**src/rtl/icap_pkg.sv**
```systemverilog
`timescale 1ns/1ps
package icap_pkg;
  typedef enum logic [1:0] {
    EDGE_OFF  = 2'b00,
    EDGE_RISE = 2'b01,
    EDGE_FALL = 2'b10,
    EDGE_ANY  = 2'b11
  } edge_mode_e;
endpackage

```
**src/rtl/icap_edge_det.sv**
```systemverilog
`timescale 1ns/1ps
// Pin synchroniser, edge recognition on every system clock, and a latch
// that holds a recognised edge until the next phase-falling strobe.
module icap_edge_det
  import icap_pkg::*;
#(
  parameter int SYNC_STAGES = 2
) (
  input  logic       clk,
  input  logic       rst_n,
  input  logic       pin_i,
  input  edge_mode_e mode_i,
  input  logic       fall_en_i,
  output logic       event_o
);
  localparam int LAST = SYNC_STAGES - 1;

  logic [SYNC_STAGES-1:0] sync_q, sync_d;
  logic                   prev_q, prev_d;
  logic                   seen_q, seen_d;
  logic                   lvl, rise, fall, hit;

  always_comb begin
    sync_d[0] = pin_i;
    for (int i = 1; i < SYNC_STAGES; i++) begin
      sync_d[i] = sync_q[i-1];
    end
  end

  assign lvl    = sync_q[LAST];
  assign prev_d = lvl;
  assign rise   = lvl & ~prev_q;
  assign fall   = ~lvl & prev_q;

  always_comb begin
    unique case (mode_i)
      EDGE_RISE: hit = rise;
      EDGE_FALL: hit = fall;
      EDGE_ANY:  hit = rise | fall;
      default:   hit = 1'b0;
    endcase
  end

  // The latch empties on every phase-falling strobe; an edge seen in that
  // very cycle still counts for it.
  assign seen_d  = fall_en_i ? 1'b0 : (seen_q | hit);
  assign event_o = fall_en_i & (seen_q | hit);

  always_ff @(posedge clk or negedge rst_n) begin
    if (!rst_n) begin
      sync_q <= '0;
      prev_q <= 1'b0;
      seen_q <= 1'b0;
    end else begin
      sync_q <= sync_d;
      prev_q <= prev_d;
      seen_q <= seen_d;
    end
  end
endmodule

```
**src/rtl/icap_seq.sv**
```systemverilog
`timescale 1ns/1ps
// Flag, pending-copy counter and read lock that defers copies during a
// two-byte read.
module icap_seq #(
  parameter int PEND_MAX = 2
) (
  input  logic clk,
  input  logic rst_n,
  input  logic event_i,
  input  logic high_en_i,
  input  logic rd_hi_i,
  input  logic rd_lo_i,
  input  logic flag_clr_i,
  output logic flag_o,
  output logic lock_o,
  output logic xfer_o
);
  localparam int PW = $clog2(PEND_MAX + 1);
  localparam logic [PW-1:0] PEND_TOP = PW'(PEND_MAX);

  logic [PW-1:0] pend_q, pend_d;
  logic          flag_q, flag_d;
  logic          lock_q, lock_d;
  logic          hi_read, lo_read, blocked, xfer;

  assign hi_read = high_en_i & rd_hi_i;
  assign lo_read = high_en_i & rd_lo_i & ~rd_hi_i;
  assign blocked = lock_q | hi_read;
  assign xfer    = high_en_i & (pend_q != '0) & ~blocked;

  always_comb begin
    pend_d = pend_q;
    unique case ({event_i, xfer})
      2'b10:   pend_d = (pend_q == PEND_TOP) ? pend_q : pend_q + 1'b1;
      2'b01:   pend_d = pend_q - 1'b1;
      default: pend_d = pend_q;
    endcase
  end

  always_comb begin
    if (event_i)         flag_d = 1'b1;
    else if (flag_clr_i) flag_d = 1'b0;
    else                 flag_d = flag_q;
  end

  always_comb begin
    if (hi_read)      lock_d = 1'b1;
    else if (lo_read) lock_d = 1'b0;
    else              lock_d = lock_q;
  end

  always_ff @(posedge clk or negedge rst_n) begin
    if (!rst_n) begin
      pend_q <= '0;
      flag_q <= 1'b0;
      lock_q <= 1'b0;
    end else begin
      pend_q <= pend_d;
      flag_q <= flag_d;
      lock_q <= lock_d;
    end
  end

  assign flag_o = flag_q;
  assign lock_o = lock_q;
  assign xfer_o = xfer;
endmodule

```
**src/rtl/icap_capreg.sv**
```systemverilog
`timescale 1ns/1ps
// Capture register and byte-read multiplexer (CW must equal 2*BW).
module icap_capreg #(
  parameter int CW = 16,
  parameter int BW = 8
) (
  input  logic          clk,
  input  logic          rst_n,
  input  logic          load_i,
  input  logic [CW-1:0] cnt_i,
  input  logic          rd_hi_i,
  input  logic          rd_lo_i,
  output logic [CW-1:0] cap_o,
  output logic [BW-1:0] rd_data_o
);
  localparam int HI_LSB = CW - BW;

  logic [CW-1:0] cap_q, cap_d;

  assign cap_d = load_i ? cnt_i : cap_q;

  always_ff @(posedge clk or negedge rst_n) begin
    if (!rst_n) cap_q <= '0;
    else        cap_q <= cap_d;
  end

  always_comb begin
    if (rd_hi_i)      rd_data_o = cap_q[HI_LSB +: BW];
    else if (rd_lo_i) rd_data_o = cap_q[BW-1:0];
    else              rd_data_o = '0;
  end

  assign cap_o = cap_q;
endmodule

```
**src/rtl/icap_unit.sv**
```systemverilog
`timescale 1ns/1ps
module icap_unit
  import icap_pkg::*;
#(
  parameter int CW          = 16,
  parameter int BW          = 8,
  parameter int SYNC_STAGES = 2,
  parameter int PEND_MAX    = 2
) (
  input  logic          clk,
  input  logic          rst_n,
  input  logic          ph_fall_en,
  input  logic          ph_high_en,
  input  logic          cap_pin,
  input  logic [1:0]    edge_sel,
  input  logic [CW-1:0] count_in,
  input  logic          rd_hi,
  input  logic          rd_lo,
  output logic [BW-1:0] rd_data,
  output logic          cap_flag,
  input  logic          flag_clr
);
  logic          evt;
  logic          xfer;
  logic          lock_q;
  logic [CW-1:0] cap_q;

  icap_edge_det #(.SYNC_STAGES(SYNC_STAGES)) u_det (
    .clk       (clk),
    .rst_n     (rst_n),
    .pin_i     (cap_pin),
    .mode_i    (edge_mode_e'(edge_sel)),
    .fall_en_i (ph_fall_en),
    .event_o   (evt)
  );

  icap_seq #(.PEND_MAX(PEND_MAX)) u_seq (
    .clk        (clk),
    .rst_n      (rst_n),
    .event_i    (evt),
    .high_en_i  (ph_high_en),
    .rd_hi_i    (rd_hi),
    .rd_lo_i    (rd_lo),
    .flag_clr_i (flag_clr),
    .flag_o     (cap_flag),
    .lock_o     (lock_q),
    .xfer_o     (xfer)
  );

  icap_capreg #(.CW(CW), .BW(BW)) u_reg (
    .clk       (clk),
    .rst_n     (rst_n),
    .load_i    (xfer),
    .cnt_i     (count_in),
    .rd_hi_i   (rd_hi),
    .rd_lo_i   (rd_lo),
    .cap_o     (cap_q),
    .rd_data_o (rd_data)
  );
endmodule

```
**config.mk**
```make
export PLATFORM = sky130hd
export DESIGN_NAME = icap_unit
export DESIGN_NICKNAME = d
export VERILOG_FILES = /design/src/rtl/icap_pkg.sv /design/src/rtl/icap_edge_det.sv /design/src/rtl/icap_seq.sv /design/src/rtl/icap_capreg.sv /design/src/rtl/icap_unit.sv
export SDC_FILE = /design/constraint.sdc
export NUM_CORES = 1
export LEC_CHECK = 0
export ABC_AREA = 1
export BUFFER_PORTS_ARGS = -buffer_cell sky130_fd_sc_hd__buf_4
export CAP_MARGIN = 20
export CORE_MARGIN = 3
export CORE_UTILIZATION = 30
export CTS_BUF_LIST = sky130_fd_sc_hd__clkbuf_8
export CTS_CLUSTER_DIAMETER = 100
export DETAILED_ROUTE_END_ITERATION = 10
export MAX_ROUTING_LAYER = met4
export PLACE_DENSITY = 0.52
export SETUP_SLACK_MARGIN = 0.05
export SKIP_LAST_GASP = 1
export SLEW_MARGIN = 15
export SYNTH_ARGS = -nofsm -noshare
export SYNTH_HDL_FRONTEND = slang
export SYNTH_HIERARCHICAL = 1
export SYNTH_SLANG_ARGS = --single-unit
```
**constraint.sdc**
```tcl
create_clock -name clk -period 1.4 [get_ports clk]
set_input_delay 0.14 -clock clk [delete_from_list [all_inputs] [get_ports clk]]
set_output_delay 0.14 -clock clk [all_outputs]
set_load 0.01 [all_outputs]
```
==> flow_metrics.env, run 1 <==
export IMPL_status="finished, violations left"
export IMPL_violations="setup timing"
export IMPL_root_buffer="clkbuf_8"
export IMPL_grt_use_met2_pct=21.3
export IMPL_place_area_um2=1480
export IMPL_die_area_um2=4730
export IMPL_met3_usage_pct=2.43
export IMPL_vias=1011
export IMPL_place_ws_ns=-0.0972
export IMPL_drv_slew=0
export IMPL_hpwl_mm=1.88
export IMPL_grt_pass1_wl_mm=4.09
export IMPL_clkLatencyLatePin_ns=0.26
export IMPL_antenna_found_initial=0
export IMPL_synth_warnings=6
export IMPL_ir_drop_v=0.000419
export IMPL_setup_worst_path_start_class="flop"
export IMPL_syn_cell_area_um2=1180
export IMPL_synth_seq_cells=24
export IMPL_slew_headroom_pct=78.8
export IMPL_skew_ns=0.00149
export IMPL_overflow=0
export IMPL_cts_tree="built"
export IMPL_yosysSeqAreaShare_pct=50.8
export IMPL_fill_cells=398
export IMPL_netlist_instances=148
export IMPL_totalWireLength_mm=2.63
export IMPL_core_area_um2=3740
export IMPL_worst_pin_slew_ns=0.318
export IMPL_rows=22
export IMPL_grt_max_degree=33
export IMPL_synth_fp_nets=176
export IMPL_crit_path_max_fanout=4
export IMPL_period_needed_ns=1.47
export IMPL_grtUsageMet1_pct=13.4
export IMPL_hold_path_class="in2reg"
export IMPL_routabilityCongestion=0.761
export IMPL_drtIter0Drc=16
export IMPL_leakage_uw=0.000837
export IMPL_crit_type="reg2reg"
export IMPL_syn_avg_cell_area_um2=7.99
export IMPL_first_global_vias=977
export IMPL_portBuffers=34
export IMPL_fp_dieH_um=68.8
export IMPL_power_density_nw_per_um2=1470
export IMPL_stdcell_count=233
export IMPL_wl_per_cell_um=11.3
export IMPL_grt_busiest_layer="met2"
export IMPL_setup_viol=1
export IMPL_cts_path_max_buffers=2
export IMPL_yosysUniqueCellTypes=18
export IMPL_postLayoutCoreUtil_pct=42.5
export IMPL_fmax_ghz=0.680
export IMPL_required_ns=1.57
export IMPL_cts_buffers=3
export IMPL_viasPerCell=4.34
export IMPL_cts_clk_slew_worst_paths_ns=0.08
export IMPL_endpoint_kind="flop"
export IMPL_arrival_ns=1.64
export IMPL_diodes=0
export IMPL_htree_levels=1
export IMPL_route_detailed_drc=0
export IMPL_fin_nets=215
export IMPL_grtUsageTotal_pct=11.9
export IMPL_drive_above_1_share_pct=31.9
export IMPL_rsz0062_at_grt="yes"
export IMPL_min_period_over_period_pct=105
export IMPL_num_io_pins=35
export IMPL_dp_cells=227
export IMPL_clock_sinks=24
export IMPL_initial_core_util_pct=31.6
export IMPL_finalHoldViolCount=0
export IMPL_final_area_um2=1590
export IMPL_fp_dieW_um=68.8
export IMPL_cap_violations=0
export IMPL_ant_nets=0
export IMPL_fin_ws_ns=-0.0704
export IMPL_drt_first_pass_iters=4
export IMPL_area_growth_pct=34.5
-- registers in the layout (all words and copies together), names as in the netlist --
signal / count
u_reg/cap_o: 16
u_seq/lock_o: 1
u_seq/pend_q: 2
u_seq/flag_o: 1
u_det/prev_q: 1
u_det/sync_q: 2
u_det/seen_q: 1
-- cell usage after synthesis (all sizes together) --
master	number	share of area, %
a21oi	2	1.2
ha	2	2.1
o21ai	19	9.0
buf	5	3.7
nor2	7	2.9
nand2	40	13
inv	33	10
nand3	14	6.3
a31oi	1	0.53
clkinv	1	0.32
dfrtp	24	51
-- kinds of logic after synthesis --
| group | count (synthesis) | share of synthesized area [%] |
|---|---|---|
| adders and majority gates | 2 | 2.12 |
| AOI/OAI and AO/OA | 22 | 10.7 |
| buffers and inverters | 39 | 14.5 |
| DFF | 24 | 50.8 |
| and+or+nand+nor | 61 | 21.9 |
-- cells in the final DEF (no fill, tap or decap), types with 3 or more instances in the layout --
cell type,netlist,final
nand3_1,13,12
dfrtp_1,24,24
nand2_1,40,39
o21ai_0,15,15
inv_1,31,28
nor2_1,4,3
o21ai_2,3,4
buf_4,0,36
inv_2,2,5
clkbuf_8,0,3
-- area by class of cell --
cell class / instances / area [um^2] / share of cell area (%)
well taps: 48 / 60.1 / 3.78
inverters: 34 / 128 / 8.03
multi-input cells: 85 / 450 / 28.3
flip-flops and latches: 24 / 601 / 37.8
repair buffers: 39 / 310 / 19.5
clock buffers: 3 / 41.3 / 2.60
-- timing repair --
action                     in CTS  in global routing
buffers inserted                1                  0
gates resized for setup         0                  9
pin swaps                       3                  1
hold endpoints to repair       25                  0
hold buffers                    2                  0
setup endpoints to repair       2                  4
-- worst max-delay path, cell delays in order, from the launching register on --
cell and delay (ns):
dfrtp_1 0.38, inv_2 0.06, ha_4 0.26, inv_2 0.03
nand3_2 0.05, nand2_2 0.06, nor2_4 0.11, nor2_4 0.05
inv_2 0.07, nor2_1 0.04, nor2_1 0.09, nand3_1 0.08
nand2_1 0.07, inv_1 0.03
-- path summary, 6_finish.rpt --
kind | startpoint | end | slack (ns) | cells past startpoint
max | u_det/sync_q[1]$_DFF_PN0_ | u_seq/pend_q[1]$_DFFE_PN0P_ | -0.07 | 13
min | ph_fall_en | u_det/seen_q$_DFF_PN0_ | 0.02 | 2
max reg2reg | u_det/sync_q[1]$_DFF_PN0_ | u_seq/pend_q[1]$_DFFE_PN0P_ | -0.07 | 13
min reg2reg | u_det/sync_q[0]$_DFF_PN0_ | u_det/sync_q[1]$_DFF_PN0_ | 0.36 | 0
max in group asynchronous | rst_n | u_reg/cap_o[9]$_DFFE_PN0P_ | 0.85 | 2
min in group asynchronous | rst_n | u_det/seen_q$_DFF_PN0_ | 0.31 | 2
-- where the power goes --
group | switching, uW | internal [uW]
clock network | 222 | 193
logic | 423 | 383
registers | 149 | 963
total | 794 | 1540
-- layer usage --
| metal | vias up | wire length [um] |
|---|---|---|
| met5 | - | 0 |
| li1 | 520 | - |
| met4 | 0 | 8 |
| met1 | 467 | 1170 |
| met2 | 22 | 1290 |
| met3 | 2 | 154 |
-- stage by stage --
step,hold slack [ns],TNS (ns),power [uW]
2_1_floorplan,-0.156,0,1580
6_report,0.0238,-0.0704,2330
3_3_place_gp,0.0590,-0.0192,1870
3_5_place_dp,0.0637,-0.0972,1910
4_1_cts,0.0187,-0.0826,2330
5_1_grt,0.0206,-0.190,2530
(Power assumes the default switching activity.)
==> run 2: changes to the inputs <==
ABC_AREA = 0   (was 1)
SLEW_MARGIN = default   (was 15)
==> run 2 against run 1 <==
The flow still finishes with violations (setup timing). First-iteration DRC count shrank 25%. Flip-flop and latch count unchanged. Die area is 4.0% lower. Critical endpoint is now u_seq/pend_q[0]$_DFFE_PN0P_. Largest power group unchanged.
==> flow_metrics.env, run 2 <==
export IMPL_synth_compound_area_share_pct=9.85
export IMPL_synth_area_leaders="dfrtp_1 (53%), mux2_4 (13%), mux2_2 (6.0%)"
export IMPL_grt_pass1_wl_mm=3.97
export IMPL_rows=21
export IMPL_viasPerCell=4.63
export IMPL_drv_slew=0
export IMPL_min_from="ph_fall_en"
export IMPL_setup_worst_path_start_class="flop"
export IMPL_fin_nets=162
export IMPL_antenna_found_initial=0
export IMPL_synth_warnings=6
export IMPL_clkLatencyLatePin_ns=0.26
export IMPL_wl_per_cell_um=13.1
export IMPL_synthAdderAreaFrac_pct=2.21
export IMPL_yosysMostFrequentCell="dfrtp_1"
export IMPL_leakage_uw=0.000808
export IMPL_rsz0062_at_grt="yes"
export IMPL_drtIter0Drc=12
export IMPL_power_density_nw_per_um2=1520
export IMPL_postLayoutCoreUtil_pct=47.8
export IMPL_crit_path_max_fanout=4
export IMPL_fp_dieH_um=67.4
export IMPL_setup_viol=19
export IMPL_portBuffers=34
export IMPL_routabilityCongestion=0.661
export IMPL_timing_rr_start="u_det/sync_q[1]$_DFF_PN0_"
export IMPL_status="finished, violations left"
export IMPL_layout_commonest_cell="buf_4"
export IMPL_fp_dieW_um=67.4
export IMPL_yosys_area_share_simple_pct=9.85
export IMPL_first_global_vias=868
export IMPL_required_ns=1.58
export IMPL_slew_headroom_pct=74.2
export IMPL_crit_start="u_det/sync_q[1]$_DFF_PN0_"
export IMPL_area_growth_pct=47.7
export IMPL_arrival_ns=1.96
export IMPL_clock_sinks=24
export IMPL_cts_clk_slew_worst_paths_ns=0.08
export IMPL_synth_commonest_cells="dfrtp_1 (24), mux2_4 (10), a22o_1 (6), mux2_2 (6), nand2_1 (5)"
export IMPL_vias=824
export IMPL_crit_type="reg2reg"
export IMPL_synth_edff_count=0
export IMPL_ant_nets=0
export IMPL_totalWireLength_mm=2.33
export IMPL_drive_above_1_share_pct=59.8
export IMPL_multi_input_area_um2=544
export IMPL_cts_buffers=3
export IMPL_skew_ns=0.00137
export IMPL_yosysUniqueCellTypes=29
export IMPL_synth_mux_area_share_pct=19.2
export IMPL_fill_cells=325
export IMPL_async_flop_share_pct=100
export IMPL_hold_path_class="in2reg"
export IMPL_overflow=0
export IMPL_synth_fp_nets=111
export IMPL_finalHoldViolCount=0
export IMPL_grt_max_degree=25
export IMPL_route_detailed_drc=0
export IMPL_syn_cell_area_um2=1130
export IMPL_synth_top_area_share_pct=53.1
export IMPL_synth_seq_cells=24
export IMPL_period_needed_ns=1.77
export IMPL_place_ws_ns=-0.466
export IMPL_htree_levels=1
export IMPL_synthXorXnorAreaFrac_pct=0.774
export IMPL_cts_tree="built"
export IMPL_drt_first_pass_iters=4
export IMPL_cap_violations=0
export IMPL_synth_ff_type="dfrtp_1"
export IMPL_largest_reg_flops=16
export IMPL_min_period_over_period_pct=127
export IMPL_grtUsageTotal_pct=12.0
export IMPL_core_area_um2=3490
export IMPL_die_area_um2=4540
export IMPL_fmax_ghz=0.564
export IMPL_syn_avg_cell_area_um2=13.6
export IMPL_ir_drop_v=0.000645
export IMPL_worst_pin_slew_ns=0.385
export IMPL_yosysSeqAreaShare_pct=53.1
export IMPL_violations="setup timing"
export IMPL_synth_top_cell_by_area="dfrtp_1"
export IMPL_netlist_instances=83
export IMPL_diodes=0
export IMPL_cts_path_max_buffers=2
export IMPL_root_buffer="clkbuf_8"
export IMPL_num_io_pins=35
export IMPL_layout_common_cells="buf_4 (43), dfrtp_1 (24), mux2_4 (16)"
export IMPL_synth_top_family_by_area="multiplexers"
export IMPL_endpoint_kind="flop"
export IMPL_initial_core_util_pct=32.4
export IMPL_fin_ws_ns=-0.373
export IMPL_regArea_um2=601
-- run 2: what timing repair did --
item | 4_1_cts | 5_1_grt
setup buffers | 4 | 2
gates cloned | 1 | 0
pin swaps | 4 | 4
resized for setup | 7 | 7
hold buffers | 2 | 0
hold endpoints to repair | 25 | 0
endpoints found under the setup margin | 20 | 20
-- run 2: per-layer routing --
metal | routed length (um) | up-vias | GRT usage (%)
li1 | - | 394 | -
met4 | 9 | 0 | 3.80
met1 | 1070 | 405 | 14.9
met3 | 112 | 2 | 2.00
met2 | 1140 | 23 | 19.9
met5 | 0 | - | -
-- run 2: per-stage QoR --
| step | std cells | hold slack (ns) | setup TNS, ns | power (uW) | area, um^2 |
|---|---|---|---|---|---|
| floorplan | 83 | -0.156 | -3.49 | 1740 | 1160 |
| global placement | 168 | 0.0606 | -3.25 | 2060 | 1510 |
| finish | 178 | 0.0274 | -4.03 | 2540 | 1670 |
| CTS | 177 | 0.0187 | -3.81 | 2570 | 1650 |
| global route | 178 | 0.0170 | -5.23 | 2710 | 1670 |
| detailed placement | 168 | 0.0638 | -3.56 | 2090 | 1510 |
-- run 2: layout make-up --
class | instances | share of cell area, %
clock buffers | 3 | 2.47
well taps | 46 | 3.45
flip-flops and latches | 24 | 36.0
inverters | 4 | 0.899
multi-input cells | 51 | 32.6
repair buffers | 50 | 24.6
-- run 2: worst paths after layout --
| path | to | slack [ns] | cells after the start |
|---|---|---|---|
| worst max-delay path | u_seq/pend_q[0]$_DFFE_PN0P_ | -0.37 | 7 |
| worst min-delay path | u_det/seen_q$_DFF_PN0_ | 0.03 | 2 |
| worst max register to register | u_seq/pend_q[0]$_DFFE_PN0P_ | -0.37 | 7 |
| worst min register to register | u_det/sync_q[1]$_DFF_PN0_ | 0.35 | 0 |
| max in group asynchronous | u_reg/cap_o[15]$_DFFE_PN0P_ | 0.86 | 2 |
| min in group asynchronous | u_reg/cap_o[13]$_DFFE_PN0P_ | 0.31 | 2 |
-- run 2: report_power, final --
part | total [uW] | internal (uW) | switching [uW]
Sequential | 1140 | 971 | 167
Clock | 400 | 192 | 208
Combinational | 1000 | 670 | 334
-- run 2: cell families (layout without fill, tap and decap cells) --
group                    Yosys count  after routing
AO/OA/AOI/OAI                     14             14
AND/OR/NAND/NOR                   18             18
XOR/XNOR                           1              1
multiplexers                      16             16
flip-flops                        24             24
buffers and inverters              8             57
adder cells (fa/ha/maj)            2              2
-- run 2: critical path, cell delays in order (launching register included) --
cell and delay, ns:
dfrtp_1 0.35, inv_1 0.05, ha_1 0.26, and2b_1 0.19, nor4b_4 0.25, nor3b_2 0.10
or3_1 0.33, a22oi_2 0.17
==> run 3: changes to the inputs <==
SYNTH_HIERARCHICAL = default   (was 1)
==> run 3 against run 2 <==
The run still ends with setup timing left. Cell count is 1.7% lower. Clock power rose by 50%. Sequential power is essentially flat. Largest cell class unchanged. Total power grew 5.9%. First-iteration DRC count down 58%. Worst hold slack better by 0.0085 ns.
==> flow_metrics.env, run 3 <==
export IMPL_crit_path_max_incr_delay_ns=0.42
export IMPL_synth_fp_nets=112
export IMPL_rsz0062_at_grt="yes"
export IMPL_place_ws_ns=-0.151
export IMPL_synth_warnings=0
export IMPL_min_period_over_period_pct=109
export IMPL_dp_cells=167
export IMPL_setup_worst_path_start_class="flop"
export IMPL_fill_cells=331
export IMPL_fmax_ghz=0.656
export IMPL_diodes=0
export IMPL_synth_ff_type="dfrtp_1"
export IMPL_portBuffers=34
export IMPL_synth_commonest_cells="dfrtp_1 (24), mux2_2 (12), a22o_1 (8)"
export IMPL_totalWireLength_mm=2.40
export IMPL_arrival_ns=1.67
export IMPL_worst_pin_slew_ns=0.331
export IMPL_wl_per_cell_um=13.7
export IMPL_root_buffer="clkbuf_8"
export IMPL_synth_seq_cells=24
export IMPL_viasPerCell=4.63
export IMPL_finalHoldViolCount=0
export IMPL_syn_avg_cell_area_um2=13.6
export IMPL_synth_area_leaders="dfrtp_1 (53%), mux2_2 (12%), a22o_1 (6.2%)"
export IMPL_core_area_um2=3490
export IMPL_clock_sinks=24
export IMPL_route_detailed_drc=0
export IMPL_power_density_nw_per_um2=1610
export IMPL_htree_levels=1
export IMPL_endpoint_kind="flop"
export IMPL_path_delay_family="simple AND/OR/NAND/NOR gates"
export IMPL_status="finished, violations left"
export IMPL_slew_headroom_pct=77.9
export IMPL_layout_commonest_cell="buf_4"
export IMPL_layout_common_cells="buf_4 (40), dfrtp_1 (24), a22o_1 (8), mux2_4 (8), mux2_2 (8)"
export IMPL_fin_ws_ns=-0.125
export IMPL_hold_path_class="in2reg"
export IMPL_yosysMostFrequentCell="dfrtp_1"
export IMPL_drtIter0Drc=5
export IMPL_multi_input_area_um2=569
export IMPL_rows=21
export IMPL_overflow=0
export IMPL_syn_cell_area_um2=1140
export IMPL_cts_clk_slew_worst_paths_ns=0.09
export IMPL_place_area_um2=1520
export IMPL_cts_tree="built"
export IMPL_crit_chain="or3b_4 -> nor2_8 -> buf_12 -> mux2_2"
export IMPL_num_io_pins=35
export IMPL_hpwl_mm=1.79
export IMPL_crit_type="reg2reg"
export IMPL_initial_core_util_pct=32.6
export IMPL_grtUsageTotal_pct=12.3
export IMPL_fp_dieH_um=67.6
export IMPL_grt_pass1_wl_mm=4.01
export IMPL_cts_buffers=3
export IMPL_crit_path_max_fanout=10
export IMPL_largest_reg_flops=16
export IMPL_antenna_found_initial=0
export IMPL_vias=811
export IMPL_ir_drop_v=0.000866
export IMPL_clkLatencyLatePin_ns=0.27
export IMPL_period_needed_ns=1.52
export IMPL_cap_violations=0
export IMPL_drv_slew=0
export IMPL_drt_first_pass_iters=3
export IMPL_required_ns=1.55
export IMPL_routabilityCongestion=0.631
export IMPL_final_area_um2=1670
export IMPL_synth_edff_count=0
export IMPL_synth_top_area_share_pct=52.7
export IMPL_async_flop_share_pct=100
export IMPL_synth_top_cell_by_area="dfrtp_1"
export IMPL_area_growth_pct=47.0
export IMPL_yosysUniqueCellTypes=27
export IMPL_ant_nets=0
export IMPL_crit_slowest_cell="or3b_4"
export IMPL_regArea_um2=601
export IMPL_path_buf_inv=1
export IMPL_fin_nets=158
export IMPL_drive_above_1_share_pct=58.9
export IMPL_fp_dieW_um=67.6
export IMPL_die_area_um2=4570
export IMPL_violations="setup timing"
export IMPL_stdcell_count=175
export IMPL_setup_viol=20
export IMPL_netlist_instances=84
export IMPL_first_global_vias=859
export IMPL_cts_path_max_buffers=2
export IMPL_skew_ns=0.00597
export IMPL_yosysSeqAreaShare_pct=52.7
export IMPL_grt_max_degree=25
export IMPL_leakage_uw=0.000795
## run 3: cell count changes after synthesis, moves of 2 or more
cell and delta:
clkbuf_1 +2, mux2_1 +4, a22o_1 +2, mux2_2 +6, nor3_1 -2, mux2_4 -10, nor2_1 +2, mux2i_1 +2
## run 3: power by group
group	switching, uW	internal, uW	leakage, uW
combinational	350	620	0.000471
clock	219	382	0.0000357
sequential	153	968	0.000288
## run 3: what timing repair did
item                                    in CTS  in global routing
endpoints found under the setup margin      20                 20
endpoints found under the hold margin       25                  0
gates resized for setup                     11                  1
hold buffers                                 2                  0
pin swaps                                    4                  3
buffers inserted                             1                  1
## run 3: cells by family (layout without fill, tap and decap cells)
family,Yosys count,after routing,synth area share [%]
buf+inv,7,52,3.74
compound gates,14,14,11.0
xor+xnor,1,1,1.43
flops,24,24,52.7
fa+ha+maj,2,2,2.20
simple gates,18,18,11.3
mux,18,18,17.6
## run 3: path summary, 6_finish.rpt
| path | from | slack (ns) | end | depth (start not counted) |
|---|---|---|---|---|
| max in group asynchronous | rst_n | 0.87 | u_reg.cap_o[12]$_DFFE_PN0P_ | 2 |
| max | u_seq.lock_o$_DFFE_PN0P_ | -0.12 | u_reg.cap_o[5]$_DFFE_PN0P_ | 4 |
| min reg2reg | u_det.sync_q[0]$_DFF_PN0_ | 0.38 | u_det.sync_q[1]$_DFF_PN0_ | 0 |
| max reg2reg | u_seq.lock_o$_DFFE_PN0P_ | -0.12 | u_reg.cap_o[5]$_DFFE_PN0P_ | 4 |
| min | ph_fall_en | 0.04 | u_det.seen_q$_DFF_PN0_ | 2 |
| min in group asynchronous | rst_n | 0.30 | u_reg.cap_o[9]$_DFFE_PN0P_ | 2 |
## run 3: final cells by class
class                           count  area share [%]
Clock buffer                        3            2.47
Clock inverter                      1            1.79
Inverter                            4           0.897
Multi-Input combinational cell     53            34.0
Sequential cell                    24            35.9
Tap cell                           46            3.44
Timing Repair Buffer               44            21.5
## run 3: through the flow
step	hold slack, ns	total power (uW)	utilization, %	TNS (ns)
detailed placement	0.0597	1980	43.5	-1.71
floorplan	-0.156	1630	-	-1.03
CTS	0.0341	2730	47.7	-1.84
finish	0.0359	2690	47.9	-1.75
global placement	0.0614	1940	43.5	-1.39
global route	0.0279	2870	47.9	-2.58
## run 3: metal layers
layer  wire length, um  GRT usage (%)
met5                 0              -
met1              1080           17.0
met4                42           5.32
met2              1120           17.7
met3               161           1.83
